<file path="src/rtl/i2cm_pkg.sv">
package i2cm_pkg;
    typedef enum logic [3:0] {
        ST_IDLE, ST_HOLD, ST_STA_A, ST_STA_B, ST_STA_C,
        ST_BIT, ST_STO_A, ST_STO_B, ST_STO_C
    } eng_state_t;

    typedef enum logic [1:0] {CMD_START, CMD_TX, CMD_RX, CMD_STOP} eng_cmd_t;

    localparam logic [7:0] OFS_CTRL = 8'h00;
    localparam logic [7:0] OFS_STAT = 8'h04;
    localparam logic [7:0] OFS_OWN  = 8'h08;
    localparam logic [7:0] OFS_DATA = 8'h0C;
    localparam logic [7:0] OFS_LINE = 8'h10;

    localparam logic [1:0] MODE_MRX = 2'b10;
    localparam logic [1:0] MODE_MTX = 2'b11;
endpackage

</file>
<file path="src/rtl/i2cm_tick.sv">
module i2cm_tick #(
    parameter int QTR_DIV = 4
) (
    input  logic clk,
    input  logic rst_n,
    input  logic clear,
    output logic tick
);
    localparam int CW = (QTR_DIV > 1) ? $clog2(QTR_DIV) : 1;
    localparam logic [CW-1:0] LAST = CW'(QTR_DIV - 1);

    logic [CW-1:0] cnt_q;

    always_ff @(posedge clk) begin
        if (!rst_n || clear || cnt_q == LAST) cnt_q <= '0;
        else                                  cnt_q <= cnt_q + 1'b1;
    end

    assign tick = (cnt_q == LAST);
endmodule

</file>
<file path="src/rtl/i2cm_engine.sv">
module i2cm_engine
    import i2cm_pkg::*;
(
    input  logic       clk,
    input  logic       rst_n,
    input  logic       tick,
    input  logic       cmd_valid,
    input  eng_cmd_t   cmd,
    input  logic [7:0] tx_byte,
    input  logic       ack_en,
    input  logic       abort,
    input  logic       sda_in,
    output logic       ready,
    output logic       holding,
    output logic       done,
    output logic [7:0] rx_byte,
    output logic       nack,
    output logic       scl_low,
    output logic       sda_low
);
    eng_state_t state_q;
    logic [1:0] qtr_q;
    logic [3:0] bit_q;
    logic [7:0] shreg_q;
    logic       rx_mode_q;
    logic       sda_rel_q;

    assign ready   = (state_q == ST_IDLE) || (state_q == ST_HOLD);
    assign holding = (state_q == ST_HOLD);
    assign rx_byte = shreg_q;

    always_ff @(posedge clk) begin
        if (!rst_n) begin
            state_q   <= ST_IDLE;
            qtr_q     <= '0;
            bit_q     <= '0;
            shreg_q   <= '0;
            rx_mode_q <= 1'b0;
            sda_rel_q <= 1'b1;
            nack      <= 1'b0;
            done      <= 1'b0;
        end else begin
            done <= 1'b0;
            if (abort) begin
                state_q   <= ST_IDLE;
                sda_rel_q <= 1'b1;
            end else if (cmd_valid && ready) begin
                qtr_q <= '0;
                bit_q <= '0;
                unique case (cmd)
                    CMD_START: begin
                        state_q <= ST_STA_A; shreg_q <= tx_byte;
                        rx_mode_q <= 1'b0;   sda_rel_q <= 1'b1;
                    end
                    CMD_TX: begin
                        state_q <= ST_BIT; shreg_q <= tx_byte; rx_mode_q <= 1'b0;
                    end
                    CMD_RX: begin
                        state_q <= ST_BIT; shreg_q <= '0; rx_mode_q <= 1'b1;
                    end
                    CMD_STOP: begin
                        state_q <= ST_STO_A; sda_rel_q <= 1'b0;
                    end
                endcase
            end else if (tick) begin
                unique case (state_q)
                    ST_IDLE, ST_HOLD: ;
                    ST_STA_A: state_q <= ST_STA_B;
                    ST_STA_B: begin state_q <= ST_STA_C; sda_rel_q <= 1'b0; end
                    ST_STA_C: begin state_q <= ST_BIT; qtr_q <= '0; bit_q <= '0; end
                    ST_BIT: begin
                        qtr_q <= qtr_q + 2'd1;
                        if (qtr_q == 2'd0) begin
                            if (bit_q == 4'd8) sda_rel_q <= rx_mode_q ? !ack_en : 1'b1;
                            else               sda_rel_q <= rx_mode_q ? 1'b1 : shreg_q[7];
                        end
                        if (qtr_q == 2'd3) begin
                            if (bit_q == 4'd8) begin
                                nack    <= sda_in;
                                done    <= 1'b1;
                                state_q <= ST_HOLD;
                            end else begin
                                shreg_q <= {shreg_q[6:0], sda_in};
                                bit_q   <= bit_q + 4'd1;
                            end
                        end
                    end
                    ST_STO_A: state_q <= ST_STO_B;
                    ST_STO_B: begin state_q <= ST_STO_C; sda_rel_q <= 1'b1; end
                    ST_STO_C: state_q <= ST_IDLE;
                endcase
            end
        end
    end

    always_comb begin
        sda_low = !sda_rel_q;
        unique case (state_q)
            ST_HOLD, ST_STA_A, ST_STO_A: scl_low = 1'b1;
            ST_BIT:                      scl_low = !qtr_q[1];
            default:                     scl_low = 1'b0;
        endcase
    end

    // SDA never moves in the high half of a bit clock
    assert_sda_steady_R10: assert property (@(posedge clk) disable iff (!rst_n)
        (state_q == ST_BIT && qtr_q == 2'd3) |-> $stable(sda_rel_q));
    // a byte completion only follows a bit state
    assert_done_after_bit_R6: assert property (@(posedge clk) disable iff (!rst_n)
        done |-> $past(state_q == ST_BIT));
    // bit index never runs past the ninth clock
    assert_bit_range_R10: assert property (@(posedge clk) disable iff (!rst_n)
        (state_q == ST_BIT) |-> (bit_q <= 4'd8));
endmodule

</file>
<file path="src/rtl/i2cm_ctrl.sv">
module i2cm_ctrl
    import i2cm_pkg::*;
#(
    parameter int ADDR_W  = 5,
    parameter int QTR_DIV = 4
) (
    input  logic              clk,
    input  logic              rst_n,
    input  logic              reg_wr,
    input  logic              reg_rd,
    input  logic [ADDR_W-1:0] reg_addr,
    input  logic [7:0]        reg_wdata,
    output logic [7:0]        reg_rdata,
    output logic              irq,
    output logic              scl_low,
    output logic              sda_low,
    input  logic              sda_in
);
    logic [7:0] ctrl_q, stat_q, own_q, data_q, line_q;
    logic       rx_inflight_q;

    logic hit_ctrl, hit_stat, hit_own, hit_data, hit_line;
    assign hit_ctrl = (reg_addr == ADDR_W'(OFS_CTRL));
    assign hit_stat = (reg_addr == ADDR_W'(OFS_STAT));
    assign hit_own  = (reg_addr == ADDR_W'(OFS_OWN));
    assign hit_data = (reg_addr == ADDR_W'(OFS_DATA));
    assign hit_line = (reg_addr == ADDR_W'(OFS_LINE));

    logic wr_ctrl, wr_stat, wr_data, rd_data, pend_clear;
    assign wr_ctrl    = reg_wr && hit_ctrl;
    assign wr_stat    = reg_wr && hit_stat;
    assign wr_data    = reg_wr && hit_data;
    assign rd_data    = reg_rd && hit_data;
    assign pend_clear = wr_ctrl && ctrl_q[4] && !reg_wdata[4];

    logic       cmd_valid, abort, launch, tick;
    logic       eng_ready, eng_hold, eng_done, eng_nack;
    logic [7:0] eng_rx;
    eng_cmd_t   cmd;

    always_comb begin
        cmd_valid = 1'b0;
        cmd       = CMD_TX;
        abort     = 1'b0;
        if (pend_clear && reg_wdata[5] && stat_q[5]) begin
            if (stat_q[7:6] == MODE_MTX) begin cmd_valid = 1'b1; cmd = CMD_TX; end
            else if (stat_q[7:6] == MODE_MRX) begin cmd_valid = 1'b1; cmd = CMD_RX; end
        end
        if (wr_stat) begin
            if (!reg_wdata[4]) abort = 1'b1;
            else if (reg_wdata[7]) begin
                if (reg_wdata[5]) begin cmd_valid = 1'b1; cmd = CMD_START; end
                else if (eng_hold) begin cmd_valid = 1'b1; cmd = CMD_STOP; end
            end
        end
        if (wr_data && stat_q[4] && stat_q[5] && !ctrl_q[4] && stat_q[7:6] == MODE_MTX) begin
            cmd_valid = 1'b1; cmd = CMD_TX;
        end
        if (rd_data && stat_q[5] && !ctrl_q[4] && stat_q[7:6] == MODE_MRX) begin
            cmd_valid = 1'b1; cmd = CMD_RX;
        end
    end

    assign launch = cmd_valid && eng_ready && !abort;

    i2cm_tick #(.QTR_DIV(QTR_DIV)) u_tick (
        .clk(clk), .rst_n(rst_n), .clear(launch), .tick(tick)
    );

    i2cm_engine u_eng (
        .clk(clk), .rst_n(rst_n), .tick(tick),
        .cmd_valid(launch), .cmd(cmd),
        .tx_byte(wr_data ? reg_wdata : data_q),
        .ack_en(ctrl_q[7]), .abort(abort), .sda_in(sda_in),
        .ready(eng_ready), .holding(eng_hold), .done(eng_done),
        .rx_byte(eng_rx), .nack(eng_nack),
        .scl_low(scl_low), .sda_low(sda_low)
    );

    always_ff @(posedge clk) begin
        if (!rst_n) begin
            ctrl_q        <= 8'h00;
            stat_q        <= 8'h00;
            own_q         <= 8'hFF;
            data_q        <= 8'hFF;
            line_q        <= 8'h00;
            rx_inflight_q <= 1'b0;
        end else begin
            if (eng_done) begin
                if (rx_inflight_q) data_q <= eng_rx;
                stat_q[0] <= !rx_inflight_q && eng_nack && ctrl_q[7];
                if (ctrl_q[5]) ctrl_q[4] <= 1'b1;
            end
            if (launch) begin
                rx_inflight_q <= (cmd == CMD_RX);
                if (cmd == CMD_TX || cmd == CMD_RX) stat_q[0] <= 1'b0;
            end
            if (wr_ctrl) begin
                ctrl_q <= {reg_wdata[7:5], ctrl_q[4] && reg_wdata[4], reg_wdata[3:0]};
                if (pend_clear && !reg_wdata[5]) stat_q[5] <= 1'b0;
            end
            if (wr_stat) begin
                stat_q <= {reg_wdata[7:6], stat_q[5], reg_wdata[4:0]};
                if (!reg_wdata[4]) begin
                    stat_q[5] <= 1'b0;
                    ctrl_q[4] <= 1'b0;
                end else if (reg_wdata[7]) begin
                    if (reg_wdata[5]) begin
                        stat_q[0] <= 1'b0;
                        stat_q[5] <= 1'b1;
                    end else if (!ctrl_q[4]) begin
                        stat_q[5] <= 1'b0;
                    end
                end
            end
            if (reg_wr && hit_own && !stat_q[4]) own_q <= reg_wdata;
            if (wr_data && stat_q[4])            data_q <= reg_wdata;
            if (reg_wr && hit_line)              line_q <= reg_wdata;
        end
    end

    assign irq = ctrl_q[4];

    always_comb begin
        reg_rdata = 8'h00;
        if (hit_ctrl)      reg_rdata = ctrl_q;
        else if (hit_stat) reg_rdata = stat_q;
        else if (hit_own)  reg_rdata = own_q;
        else if (hit_data) reg_rdata = data_q;
        else if (hit_line) reg_rdata = line_q;
    end

    // pending can only rise while interrupts are enabled
    assert_pend_needs_ie_R6: assert property (@(posedge clk) disable iff (!rst_n)
        $rose(ctrl_q[4]) |-> $past(ctrl_q[5]));
    // output-enable-off write leaves no interrupt and no busy
    assert_oe_off_quiet_R4: assert property (@(posedge clk) disable iff (!rst_n)
        (wr_stat && !reg_wdata[4]) |=> (!irq && !stat_q[5]));
    // a control write cannot raise the pending flag
    assert_no_sw_set_pend_R2: assert property (@(posedge clk) disable iff (!rst_n)
        (wr_ctrl && !ctrl_q[4] && !eng_done) |=> !ctrl_q[4]);
    // clock held low while pending after a byte
    assert_scl_held_R11: assert property (@(posedge clk) disable iff (!rst_n)
        (ctrl_q[4] && eng_hold) |-> scl_low);
    // own address locked while output is enabled
    assert_own_locked_R8: assert property (@(posedge clk) disable iff (!rst_n)
        (reg_wr && hit_own && stat_q[4]) |=> $stable(own_q));
endmodule

</file>
<file path="config.mk">
export PLATFORM = sky130hd
export DESIGN_NAME = i2cm_ctrl
export DESIGN_NICKNAME = d
export VERILOG_FILES = /design/src/rtl/i2cm_pkg.sv /design/src/rtl/i2cm_tick.sv /design/src/rtl/i2cm_engine.sv /design/src/rtl/i2cm_ctrl.sv
export SDC_FILE = /design/constraint.sdc
export NUM_CORES = 1
export LEC_CHECK = 0
export BUFFER_PORTS_ARGS = -buffer_cell sky130_fd_sc_hd__buf_2
export CAP_MARGIN = 15
export CORE_AREA = 2 2 98 100
export CTS_BUF_LIST = sky130_fd_sc_hd__clkbuf_4
export DETAILED_ROUTE_END_ITERATION = 8
export DIE_AREA = 0 0 100 102
export PLACE_DENSITY = 0.69
export SLEW_MARGIN = 20
export SYNTH_ARGS = -nofsm -noshare
export SYNTH_HDL_FRONTEND = slang
export SYNTH_HIERARCHICAL = 1
export SYNTH_SLANG_ARGS = --single-unit
</file>
<file path="constraint.sdc">
create_clock -name clk -period 6.17 [get_ports clk]
set_clock_uncertainty 0.1 [all_clocks]
set_input_delay 0.617 -clock clk [delete_from_list [all_inputs] [get_ports clk]]
set_output_delay 0.617 -clock clk [all_outputs]
set_load 0.01 [all_outputs]
</file>
Yosys cells after proc, flatten, opt, wreduce, memory -nomap -nowiden --
Cells that the tools add are included.
Operators by class: add/sub/neg operators 3, multiplexer cells 80, eq/ne operators 29, reduce and logical (&&, ||, !) cells 68, bitwise gates (word level) 6
Operators with widths (number):
- $mux 8 | 14
- $mux 1 | 35
- $mux 4 | 8
- $pmux 4 s7 | 1
- $logic_and 1x1->1 | 25
- $mux 2 | 12
- $eq 4x3->1 const B | 4
- $pmux 8 s2 | 1
- $reduce_bool 2->1 | 8
- $eq 2x2->1 const B | 6
- $pmux 4 s3 | 1
- $reduce_and 4->1 | 3
- $reduce_and 6->1 | 2
- $eq 5x4->1 const B | 2
- $logic_not 1->1 | 10
- $ne 3x1->1 const B | 3
- $ne 3x3->1 const B | 3
- $eq 4x2->1 const B | 2
- $eq 4x4->1 const B | 2
- $pmux 4 s2 | 1
- $reduce_bool 8->1 | 1
- $mux 6 | 1
- $not 1->1 | 6
- $pmux 1 s2 | 3
- 24 further kinds | 32
Word-level totals: bits in registers 65, bits of input ports 18, logic and storage cells 204, output and inout port bits 11

Logic depth before layout (Yosys ltp) --
depth after elaboration 19, depth in mapped cells 13

Cells and area by module --
Netlist, hierarchy kept.
Modules (own cells, without submodules):
- i2cm_ctrl | cells each 277, times used 1, area each 2242.2 um2
- i2cm_engine | cells each 183, times used 1, area each 1510.2 um2
- i2cm_tick | cells each 5, times used 1, area each 80.1 um2

Worst setup path before layout --
No wires, ideal clock.
path type input -> register, start point input port reg_addr[4], end point register u_eng.state_q[1], arrival time 3.004 ns, cell stages on the path 10, slack 2.949 ns, path buffers 1, cells stage by stage or3_1 > buf_6 > a2111oi_0 > a31o_2 > inv_1 > ha_1 > nand2_1 > a211o_1 > a211o_1 > o211a_1
Between the ends: elaborated cells on any way between the ends 52, those cells by class 7 x eq/ne; 19 x mux; 26 x reduce/logical
RTL lines:
- start: declaration | RTL line i2cm_ctrl.sv:11 | input logic [ADDR_W-1:0] reg_addr,
- $logic_not 5->1 | RTL line i2cm_ctrl.sv:23 | assign hit_ctrl = (reg_addr == ADDR_W'(OFS_CTRL));
- $logic_and 1x1->1 | RTL line i2cm_ctrl.sv:30 | assign wr_ctrl = reg_wr && hit_ctrl;
- $logic_and 1x1->1 (2 in series) | RTL line i2cm_ctrl.sv:34 | assign pend_clear = wr_ctrl && ctrl_q[4] && !reg_wdata[4];
- $logic_and 1x1->1 (2 in series) | RTL line i2cm_ctrl.sv:45 | if (pend_clear && reg_wdata[5] && stat_q[5]) begin
- $mux 2 | RTL line i2cm_ctrl.sv:45
- $mux 2 | RTL line i2cm_ctrl.sv:53 | else if (eng_hold) begin cmd_valid = 1'b1; cmd = CMD_STOP; end
- $mux 2 | RTL line i2cm_ctrl.sv:52 | if (reg_wdata[5]) begin cmd_valid = 1'b1; cmd = CMD_START; end
- $mux 2 | RTL line i2cm_ctrl.sv:51 | else if (reg_wdata[7]) begin
- $mux 2 | RTL line i2cm_ctrl.sv:50 | if (!reg_wdata[4]) abort = 1'b1;
- $mux 2 | RTL line i2cm_ctrl.sv:49 | if (wr_stat) begin
- $mux 2 | RTL line i2cm_ctrl.sv:56 | if (wr_data && stat_q[4] && stat_q[5] && !ctrl_q[4] && stat_q[7:6] == MODE_MTX) begin
- $mux 2 (*) | RTL line i2cm_ctrl.sv:59 | if (rd_data && stat_q[5] && !ctrl_q[4] && stat_q[7:6] == MODE_MRX) begin
- named net cmd[1] | RTL line i2cm_ctrl.sv:39 | eng_cmd_t cmd;
- $eq 2x2->1 or $eq 2x1->1 (tied branches) | RTL line i2cm_engine.sv:50 | unique case (cmd)
- $reduce_or 2->1 (no line)
- $pmux 4 s3 (*) | RTL line i2cm_engine.sv:50
- $mux 4 (*) | RTL line i2cm_engine.sv:47 | end else if (cmd_valid && ready) begin
- end signal: assignment | RTL line i2cm_engine.sv:45 | state_q <= ST_IDLE;
- end signal: assignment | RTL line i2cm_engine.sv:52 | state_q <= ST_STA_A; shreg_q <= tx_byte;
- end signal: assignment | RTL line i2cm_engine.sv:56 | state_q <= ST_BIT; shreg_q <= tx_byte; rx_mode_q <= 1'b0;
- end: declaration | RTL line i2cm_engine.sv:21 | eng_state_t state_q;
Mark *: on every way through the listed nets, which the timed path passes. The rest lies on a longest branch. The select of a mux whose other input is x is not followed. A chain may end at the register's enable or synchronous reset.

Worst setup path in the final report --
start point register u_eng.state_q[1], end point register u_eng.shreg_q[5] (netlist: u_eng/rx_byte[5])
Between the ends: cells in the longest elaborated chain, start to end 13, elaborated cells on any way between the ends 33, those cells by class 6 x eq/ne; 16 x mux; 11 x reduce/logical
Ends and longest elaborated chain:
- start signal: assignment | RTL line i2cm_engine.sv:34 | state_q <= ST_IDLE;
- start signal: assignment | RTL line i2cm_engine.sv:45
- start signal: assignment | RTL line i2cm_engine.sv:52
- $eq 4x1->1 (*) | RTL line i2cm_engine.sv:29 | assign holding = (state_q == ST_HOLD);
- named net eng_hold | RTL line i2cm_ctrl.sv:37 | logic eng_ready, eng_hold, eng_done, eng_nack;
- $mux 1 | RTL line i2cm_ctrl.sv:53
- $mux 1 | RTL line i2cm_ctrl.sv:52
- $mux 1 | RTL line i2cm_ctrl.sv:51
- $mux 1 | RTL line i2cm_ctrl.sv:50
- $mux 1 | RTL line i2cm_ctrl.sv:49
- $mux 1 | RTL line i2cm_ctrl.sv:56
- $mux 1 | RTL line i2cm_ctrl.sv:59
- $logic_and 1x1->1 (*) (2 in series) | RTL line i2cm_ctrl.sv:64 | assign launch = cmd_valid && eng_ready && !abort;
- named net launch | RTL line i2cm_ctrl.sv:36 | logic cmd_valid, abort, launch, tick;
- $logic_and 1x1->1 (*) | RTL line i2cm_engine.sv:47
- $ne 3x3->1 (no line), or another cell as far along
- $reduce_and 6->1 (no line)
- end signal: assignment | RTL line i2cm_engine.sv:83 | shreg_q <= {shreg_q[6:0], sda_in};
- end: declaration | RTL line i2cm_engine.sv:24 | logic [7:0] shreg_q;
Mark *: on every way through the listed nets, which the timed path passes. The rest lies on a longest branch.

==> results by group <==
Place
  • Inst Count DP: 579
  • PortBufs: 28
  • Dpl ws: 2.37 ns
  • Dpl hpwl: 6.51 mm
  • GPL Wtd Cong: 0.947

Worst setup path
  • Depth of the most critical reg-to-reg path: 11
  • RR Endpoint: u_eng/rx_byte[5]
  • Crit Path Class: reg2reg
  • Worst Setup End Kind: flip-flop
  • RR Startpoint: u_eng/state_q[1]
  • CP startpoint kind: flip-flop
  • Critical path fanouts, max: 18
  • Worst Path Required: 6.37 ns
  • R2r setup slk: 2.70 ns
  • Worst EP arrival: 3.66 ns

Clocking
  • Clock buffer depth: 2
  • CTS tree: built
  • Post-CTS Repair Setup Buffers: 0
  • TritonCTS sink count: 65
  • Reg clk slew, reported paths: 0.12 ns
  • Root Driver: clkbuf_4
  • H-tree depth: 3
  • Hold Buf Count CTS: 0
  • Clock buffer count from CTS: 9
  • Worst-Skew Late Latency: 0.42 ns
  • # resized after CTS: 0

Drt
  • Initial DRC count: 205
  • WL final: 9.07 mm
  • Post-route DRC: 0
  • DRT Pass-1 Iters: 6
  • Remaining antenna violation count: 0
  • Number of vias per cell: 5.56
  • Via count: 3,309
  • Wirelength per Cell: 15.2 µm

Cells and area
  • Most common cell after layout, fill and taps aside: nand2_1
  • Util after Layout: 0.456
  • Layout area overhead: 8.29%
  • Layout Cells excl Fill: 595
  • Ant. Diodes: 0
  • Most frequent cells in the layout: nand2_1 (67), dfxtp_1 (65), nor2_1 (35), mux2i_1 (32)
  • Layout cells sized above 1: 0.153
  • # nets final: 508

Logic synthesis
  • Synth warnings: 6
  • Netlist cell types: 62
  • Adder-cell share of the synthesized area: 0.0359
  • Mux contribution to synthesized area: 0.125
  • Largest family of logic cells by synthesized area: simple AND/OR/NAND/NOR gates
  • Main synth FF type: dfxtp_1
  • Asr flop ratio synth: 0
  • Post-Synthesis Cell Area: 3830 µm²
  • Register area share after synthesis: 0.340
  • Post-Syn Nets: 494
  • Post-Synthesis Cells: 465
  • Post-synthesis simple-gate area fraction: 0.255
  • Compound-Gate Fraction of Synth Area: 0.191
  • EDFF count, synth: 0
  • Synthesized area per cell: 8.24 µm²
  • Post-Synth XOR/XNOR Area: 0
  • #FFs+latches synth: 65

Floorplan
  • Initial Util: 0.421
  • Row count: 35
  • Ports: 29
  • Core area: 9110 µm²
  • Die Y: 102 µm
  • Die area: 10,200 µm²
  • DIE WIDTH: 100 µm

STA
  • Relative slew slack: 0.390
  • Setup TNS Final: 0 ns
  • Final setup viols: 0
  • Fraction of the cycle the final worst path needs: 0.562
  • Fmax: 288 MHz
  • Slew @ Worst Pin: 0.892 ns
  • Crit path time final: 3.47 ns
  • Hold Slack: 0.357 ns
  • RSZ-0062 raised after global routing: false
  • Max Slew Vio Count: 0
  • Final Hold Fails: 0
  • Final setup margin: 2.70 ns

Global routing
  • GR Util met3: 0.0267
  • Number of global-route vias before repair: 3,085
  • Top Usage Layer GRT: met2
  • GRT Resource Usage Total: 0.186
  • Met1 GRT Util: 0.248
  • Largest net degree at the start of global routing: 71
  • First-pass GRT wire length: 15.1 mm
  • Grt total ovfl: 0
  • Met2 Use GR: 0.303
  • Initial antenna violation count: 0

Hold path
  • Worst hold-check path type: reg2reg
  • Hold endpoint: u_tick/cnt_q[0]
  • HP Start: u_tick/cnt_q[0]
  • Hold Path Cell Cnt: 1

Run status
  • Status: completed

Power and ir drop
  • Max VDD drop: 82.1 µV
  • Lkg Pwr: 1.80 nW
  • PD cells: 189 nW/µm²

Run
  • Max cap viols: 0
==> how the worst max path moves through the flow <==
stage	start	endpoint	depth (start not counted)
floorplan	reg_addr[4]	u_eng/state_q[1]	10
global placement	reg_addr[4]	u_eng/rx_byte[1]	9
detailed placement	reg_addr[2]	u_eng/rx_byte[3]	11
CTS	u_eng/state_q[0]	u_eng/rx_byte[3]	11
global route	u_eng/state_q[1]	u_eng/rx_byte[6]	11
finish	u_eng/state_q[1]	u_eng/rx_byte[5]	11
==> layer usage <==
metal  vias up  wire, µm
met5         -         0
met2        87      4150
li1       1672         -
met4         0       171
met3        15       364
met1      1535      4380
==> power by group <==
part	total (mW)	switching, mW	leakage, nW	internal (mW)
registers	0.425	0.00195	0.525	0.423
logic	0.0538	0.0341	1.20	0.0198
clock network	0.305	0.178	0.0727	0.127
==> critical path: stages (launching register included) <==
cell and delay [ns]:
dfxtp_1 0.48, nor2_1 0.33, and2_1 0.21, o21ai_0 0.08, nor3_1 0.14, a21oi_1 0.06, a21oi_1 0.71, nor4b_2 0.42
buf_4 0.28, o31ai_1 0.15, a2bb2oi_4 0.22, mux2i_1 0.15
==> area by class of cell <==
class,instances,area (µm²)
Multi-Input combinational cell,352,2330
Inverter,21,78.8
Clock inverter,7,80.1
Timing Repair Buffer,30,158
Tap cell,111,139
Fill cell,950,4960
Clock buffer,9,67.6
Sequential cell,65,1300
==> Yosys cell counts, types with 3 or more instances <==
master    instances  share of area
nor2b_1          21          0.034
nand4b_1          3         0.0069
nor2_1           35          0.034
nand2b_1          3         0.0049
o21ai_0          27          0.035
nand3_1          17          0.022
inv_1            21          0.021
a21boi_1          5         0.0098
clkbuf_1         16          0.016
and2_1            3         0.0049
and3_2            4         0.0078
o211ai_1         10          0.020
a211o_1           3         0.0069
mux2_2            8          0.024
o21ai_1           8          0.010
mux2i_1          32          0.084
and3_1            6         0.0098
nor3_1            4         0.0052
a22o_1            3         0.0069
a21oi_1          23          0.030
mux4_2            3          0.018
nor3b_1           3         0.0059
ha_1             11          0.036
a21boi_0         12          0.024
dfxtp_1          65           0.34
nand2_1          67          0.066
buf_2             8          0.010
==> registers in the layout, indices dropped and copies added (netlist names) <==
signal / flops
u_eng/rx_byte: 8
u_eng/done: 1
u_eng/nack: 1
data_q: 8
u_eng/rx_mode_q: 1
ctrl_q: 8
u_eng/qtr_q: 2
line_q: 8
u_eng/sda_rel_q: 1
rx_inflight_q: 1
u_eng/state_q: 4
stat_q: 8
own_q: 8
u_tick/cnt_q: 2
u_eng/bit_q: 4
==> through the flow <==
stage	power (mW)	cell area, µm²
after floorplan	0.468	3830
after global placement	0.487	4000
after detailed placement	0.488	4000
after CTS	0.794	4150
after global routing	0.818	4150
final	0.783	4150
==> cells by family (layout without fill, tap and decap cells) <==
| family | after synthesis | after routing |
|---|---|---|
| adders and majority gates | 11 | 11 |
| buffers and inverters | 48 | 67 |
| and+or+nand+nor | 187 | 187 |
| AOI/OAI and AO/OA | 111 | 111 |
| muxes | 43 | 43 |
| DFF | 65 | 65 |
(Power assumes the default switching activity.)
